`config.mk`:
```
export PLATFORM = sky130hd
export DESIGN_NAME = codec_host_port
export DESIGN_NICKNAME = d
export VERILOG_FILES = /design/src/rtl/codec_port_pkg.sv /design/src/rtl/codec_rate_gen.sv /design/src/rtl/codec_strobe_if.sv /design/src/rtl/codec_sample_path.sv /design/src/rtl/codec_host_port.sv
export SDC_FILE = /design/constraint.sdc
export NUM_CORES = 1
export LEC_CHECK = 0
export ABC_CLOCK_PERIOD_IN_PS = 3480
export BUFFER_PORTS_ARGS = -buffer_cell sky130_fd_sc_hd__buf_2
export CORE_MARGIN = 2
export CORE_UTILIZATION = 25
export CTS_CLUSTER_SIZE = 20
export DETAILED_ROUTE_END_ITERATION = 7
export GPL_ROUTABILITY_DRIVEN = 0
export GPL_TIMING_DRIVEN = 0
export PLACE_DENSITY = 0.48
export SLEW_MARGIN = 20
export SYNTH_ARGS = -nofsm -noshare
export SYNTH_HDL_FRONTEND = slang
export SYNTH_HIERARCHICAL = 1
export SYNTH_SLANG_ARGS = --single-unit
```
`constraint.sdc`:
```
create_clock -name clk -period 3.48 [get_ports clk]
set_input_delay 0.696 -clock clk [delete_from_list [all_inputs] [get_ports clk]]
set_output_delay 0.696 -clock clk [all_outputs]
set_load 0.005 [all_outputs]
```
`src/rtl/codec_port_pkg.sv`:
```
package codec_port_pkg;

    localparam int DATA_W = 16;

    typedef logic [DATA_W-1:0] word_t;

    // Host strobes as seen after the synchronizer (all active low)
    typedef struct packed {
        logic cs_n;
        logic oe_n;
        logic we_n;
    } strobe_t;

    // Routing controls for the sample path
    typedef struct packed {
        logic loop_en;
        logic readback_en;
    } route_t;

    // Source of the receive buffer word
    typedef enum logic {
        RX_FROM_CONV = 1'b0,
        RX_FROM_HOST = 1'b1
    } rx_src_e;

    // Source of the transmit stream word
    typedef enum logic {
        TX_FROM_HOST = 1'b0,
        TX_FROM_RXBUF = 1'b1
    } tx_src_e;

    localparam word_t WORD_MAX = {1'b0, {(DATA_W-1){1'b1}}};
    localparam word_t WORD_MIN = {1'b1, {(DATA_W-1){1'b0}}};

    // Two's-complement add that clamps instead of wrapping
    function automatic word_t sat_add(word_t a, word_t b);
        logic [DATA_W:0] s;
        s = {a[DATA_W-1], a} + {b[DATA_W-1], b};
        if (s[DATA_W] != s[DATA_W-1])
            return s[DATA_W] ? WORD_MIN : WORD_MAX;
        return s[DATA_W-1:0];
    endfunction

endpackage

```
`src/rtl/codec_rate_gen.sv`:
```
module codec_rate_gen
    import codec_port_pkg::*;
#(
    parameter int SLOW_DIV = 16,
    parameter int FAST_DIV = 8
) (
    input  logic clk,
    input  logic rst,
    input  logic rate_fast,
    output logic tick
);
    localparam int CW = (SLOW_DIV > 1) ? $clog2(SLOW_DIV) : 1;
    localparam logic [CW-1:0] SLOW_LIM = CW'(SLOW_DIV - 1);
    localparam logic [CW-1:0] FAST_LIM = CW'(FAST_DIV - 1);

    logic [CW-1:0] cnt_q;
    logic [CW-1:0] lim;

    assign lim  = rate_fast ? FAST_LIM : SLOW_LIM;
    // >= lets a switch to the short period take effect without a long wait
    assign tick = (cnt_q >= lim);

    always_ff @(posedge clk) begin
        if (rst)
            cnt_q <= '0;
        else if (tick)
            cnt_q <= '0;
        else
            cnt_q <= cnt_q + 1'b1;
    end
endmodule

```
`src/rtl/codec_strobe_if.sv`:
```
module codec_strobe_if
    import codec_port_pkg::*;
#(
    parameter int SYNC_STAGES = 2
) (
    input  logic  clk,
    input  logic  rst,
    input  logic  cs_n,
    input  logic  oe_n,
    input  logic  we_n,
    input  word_t din,
    output word_t host_word,
    output logic  bus_drive
);
    localparam int LAST = SYNC_STAGES - 1;

    strobe_t stb_q [SYNC_STAGES];
    word_t   dat_q [SYNC_STAGES];
    logic    we_prev_q;
    logic    write_fire;
    strobe_t stb_s;

    // Strobes and data travel through the same number of stages
    for (genvar g = 0; g < SYNC_STAGES; g++) begin : g_sync
        if (g == 0) begin : g_first
            always_ff @(posedge clk) begin
                if (rst) begin
                    stb_q[g] <= '1;
                    dat_q[g] <= '0;
                end else begin
                    stb_q[g] <= '{cs_n: cs_n, oe_n: oe_n, we_n: we_n};
                    dat_q[g] <= din;
                end
            end
        end else begin : g_next
            always_ff @(posedge clk) begin
                if (rst) begin
                    stb_q[g] <= '1;
                    dat_q[g] <= '0;
                end else begin
                    stb_q[g] <= stb_q[g-1];
                    dat_q[g] <= dat_q[g-1];
                end
            end
        end
    end

    assign stb_s      = stb_q[LAST];
    assign write_fire = stb_s.we_n && !we_prev_q && !stb_s.cs_n;
    assign bus_drive  = !stb_s.cs_n && !stb_s.oe_n;

    always_ff @(posedge clk) begin
        if (rst) begin
            we_prev_q <= 1'b1;
            host_word <= '0;
        end else begin
            we_prev_q <= stb_s.we_n;
            if (write_fire)
                host_word <= dat_q[LAST];
        end
    end
endmodule

```
`src/rtl/codec_sample_path.sv`:
```
module codec_sample_path
    import codec_port_pkg::*;
(
    input  logic   clk,
    input  logic   rst,
    input  logic   tick,
    input  route_t route,
    input  word_t  offset,
    input  word_t  adc_sample,
    input  word_t  host_word,
    output word_t  rx_word,
    output word_t  dac_sample,
    output logic   dac_valid
);
    rx_src_e rx_src;
    tx_src_e tx_src;
    word_t   rx_next;
    word_t   tx_next;
    word_t   corrected;

    assign corrected = sat_add(adc_sample, offset);
    assign rx_src    = route.readback_en ? RX_FROM_HOST : RX_FROM_CONV;
    assign tx_src    = route.loop_en ? TX_FROM_RXBUF : TX_FROM_HOST;

    always_comb begin
        unique case (rx_src)
            RX_FROM_HOST: rx_next = host_word;
            default:      rx_next = corrected;
        endcase
        unique case (tx_src)
            TX_FROM_RXBUF: tx_next = rx_word;
            default:       tx_next = host_word;
        endcase
    end

    always_ff @(posedge clk) begin
        if (rst) begin
            rx_word    <= '0;
            dac_sample <= '0;
            dac_valid  <= 1'b0;
        end else begin
            dac_valid <= tick;
            if (tick) begin
                rx_word    <= rx_next;
                dac_sample <= tx_next;
            end
        end
    end
endmodule

```
`src/rtl/codec_host_port.sv`:
```
module codec_host_port
    import codec_port_pkg::*;
#(
    parameter int SLOW_DIV    = 16,
    parameter int FAST_DIV    = 8,
    parameter int SYNC_STAGES = 2
) (
    input  logic        clk,
    input  logic        rst,
    input  logic        rate_fast,
    input  logic        cs_n,
    input  logic        oe_n,
    input  logic        we_n,
    input  logic [15:0] din,
    output logic [15:0] dout,
    output logic        dout_en,
    input  logic [15:0] offset,
    input  logic        loop_en,
    input  logic        readback_en,
    input  logic [15:0] adc_sample,
    output logic [15:0] dac_sample,
    output logic        dac_valid,
    output logic        sample_tick
);
    word_t  host_word;
    word_t  rx_word;
    route_t route;

    assign route = '{loop_en: loop_en, readback_en: readback_en};

    codec_rate_gen #(
        .SLOW_DIV (SLOW_DIV),
        .FAST_DIV (FAST_DIV)
    ) u_rate (
        .clk       (clk),
        .rst       (rst),
        .rate_fast (rate_fast),
        .tick      (sample_tick)
    );

    codec_strobe_if #(
        .SYNC_STAGES (SYNC_STAGES)
    ) u_strobe (
        .clk       (clk),
        .rst       (rst),
        .cs_n      (cs_n),
        .oe_n      (oe_n),
        .we_n      (we_n),
        .din       (din),
        .host_word (host_word),
        .bus_drive (dout_en)
    );

    codec_sample_path u_path (
        .clk        (clk),
        .rst        (rst),
        .tick       (sample_tick),
        .route      (route),
        .offset     (offset),
        .adc_sample (adc_sample),
        .host_word  (host_word),
        .rx_word    (rx_word),
        .dac_sample (dac_sample),
        .dac_valid  (dac_valid)
    );

    assign dout = dout_en ? rx_word : '0;
endmodule

```
==> metrics <==
Synth Instances between 400 and 500; Synth Flop Type dfxtp_1; total clock sinks a little over 90; PortBufs 89; mux cell area share after synthesis 0.0707; layout cell share with drive strength beyond 1 0.269; nets about 650; Resized cells post-CTS 0; adder-cell share of the synthesized area 0.0566; DIE AREA a little under 0.02 mm²; Max FO, Critical Path 10; Die Wd 139 µm; Skew-Pair Late Insertion Delay between 300 and 400 ps; largest family of logic cells by synthesized area simple AND/OR/NAND/NOR gates; mean number of vias per cell between 4 and 5; first-pass GRT wire length 18600 µm; CP Data Arrival Time between 2000 and 3000 ps; worst flop-to-flop path endpoint u_path/dac_sample[7]; Synth Area in XOR/XNOR 0.0193; FP Rows a little under 50; fraction of registers with async set or reset after synthesis 0; simple-gate area share of the yosys netlist 0.231; Initial Util 0.254; worst flop-to-flop path startpoint u_rate/cnt_q[3]; PwrDens 428 mW/mm²; Slew headroom 0.574; #FFs+latches synth between 90 and 100; drc violations 0; vias in the first global route 3577; final WL between 10000 and 15000 µm; Post-synth EDFFs 0; Hold Crit Depth 1; Hold Path End u_strobe/stb_q[1][0]; RSZ-0062 raised after global routing no; area leader, netlist dfxtp_1; via count about 3600; Tot GR Track Use 0.121; synthesized area around 0.0045 mm²; final core utilization 0.312; Period Utilization, post-route 0.764; Crit path required time roughly 3700 ps; worst-case reg-to-reg path depth 6; register area share after synthesis 0.407; synth top area cells dfxtp_1, mux2i_1, nand2b_1; P&R area growth vs syn 22.9%; Congestion Overflow GR 0; Final Hold Fails 0; worst reg2reg setup slack between 1000 and 1500 ps; crit path capture type flop; post-synth top area share 0.407; Max-Cap Viols 0; crit path time final 2660 ps; Pre-Repair DR Iteration Count 4; maximum clock rate approximately 380 MHz; syn avg cell area roughly 9.6 µm²; Worst Skew 7.06 ps; Detailed Place HPWL a little over 9000 µm; io pins ~90; Fin Setup TNS 0 ps; most frequent cells in the layout dfxtp_1, buf_2, nor2_1, nand2b_1, mux2i_1; Max Root-Sink Buffers 2; commonest non-fill, non-tap cell in the layout dfxtp_1; die height between 100 and 150 µm; ANT cells 0; Antenna Nets Post-Route 0; largest net degree at the start of global routing 19; clock tree from TritonCTS done; hold_sp u_strobe/stb_q[0][0]; Pleak between 2 and 2.5 nW; outcome complete, no violations; CTS Hold Bufs 0; peak supply drop about 0.28 mV; Yosys cell types 60; initial antenna violation count 0; clk slew on worst S/H paths roughly 70 ps; syn_nets approximately 550; TritonCTS Buffers 9; initial drt markers 120; H-Tree Depth 3; CP Class primary input to flop; crit start category primary input; # Post-CTS Setup Buffers 0; root buf cell clkbuf_16; Routed WL per cell 14.5 µm; compound-cell area share of the yosys netlist 0.177; count of warnings emitted by yosys 6; Max Slew Vio Count 0; Final setup violation count 0; core area roughly 0.018 mm²; Slew @ Worst Pin about 640 ps; HP Class flop to flop
## critical path: stages
cell       delay (ps)
buf_2              80
ha_1              180
inv_1              60
fa_1              400
nand2b_1          190
a21o_4            240
a2111oi_4         390
o31a_4            260
nand2_4            60
buf_6             160
a211oi_2          190
## Yosys cell counts (4+ instances only)
cell type and count:
a211oi_1 20, and2_1 4, or2_2 8, a21o_1 6, mux2i_1 32, nand2b_1 37, and2_2 12, ha_1 18
nand2_1 11, inv_1 5, or3_1 4, and2b_1 14, nor2_1 52, o21a_1 4, o21ai_0 20, a21oi_1 19
dfxtp_1 92, a211oi_2 10, xnor2_1 7, clkbuf_1 17, buf_6 5, nor2b_1 22
## stage by stage
stage / std cells / hold WS (ps) / worst slack [ps] / power (mW) / instance area (µm²)
floorplan: 472 / 389 / 781 / 1.34 / 4530
global placement: 790 / 394 / 531 / 1.43 / 5260
detailed placement: 790 / 396 / 478 / 1.43 / 5260
CTS: 806 / 413 / 832 / 2.42 / 5570
global route: 806 / 423 / 626 / 2.49 / 5570
finish: 806 / 410 / 821 / 2.38 / 5570
## how the worst max path moves through the flow
stage | to | depth (start not counted) | startpoint
after global routing | u_path/rx_word[13] | 8 | offset[1]
after global placement | u_path/rx_word[8] | 11 | offset[0]
after detailed placement | u_path/rx_word[8] | 11 | offset[0]
final | u_path/rx_word[4] | 11 | offset[0]
after CTS | u_path/rx_word[8] | 11 | offset[0]
after floorplan | u_path/rx_word[12] | 10 | offset[0]
## report_power, final
group	internal, mW	switching (mW)	leakage (nW)
registers	1.08	0.00976	0.750
logic	0.144	0.175	1.36
clock network	0.527	0.447	0.150
## cell type report
type	count	area [µm²]
Clock inverter	6	65.1
Timing Repair Buffer	89	445
Tap cell	229	287
Fill cell	1875	12300
Sequential cell	92	1840
Buffer	27	158
Multi-Input combinational cell	348	2510
Clock buffer	10	239
Inverter	5	18.8
## logic make-up (layout without fill, tap and decap cells)
logic type	Yosys count	after routing
adder cells (fa/ha/maj)	20	20
AND/OR/NAND/NOR	181	181
buffers and inverters	32	137
AO/OA/AOI/OAI	105	105
flip-flops	92	92
XOR/XNOR	10	10
multiplexers	32	32
## state kept, by name, summed over array words and instances (netlist names)
register	cells
u_strobe/we_prev_q	1
u_strobe/host_word	16
u_strobe/stb_q	6
u_path/dac_sample	16
u_strobe/dat_q	32
u_rate/cnt_q	4
u_path/rx_word	16
u_path/dac_valid	1
## layer usage
| metal | vias to the layer above | routed length, µm | global-route usage |
|---|---|---|---|
| met5 | - | 0 | 0 |
| met4 | 0 | 134 | 0.0322 |
| met3 | 8 | 617 | 0.0300 |
| met2 | 77 | 5660 | 0.211 |
| met1 | 1628 | 5250 | 0.150 |
| li1 | 1858 | - | - |
No activity file was read; power rests on OpenSTA's default activity.
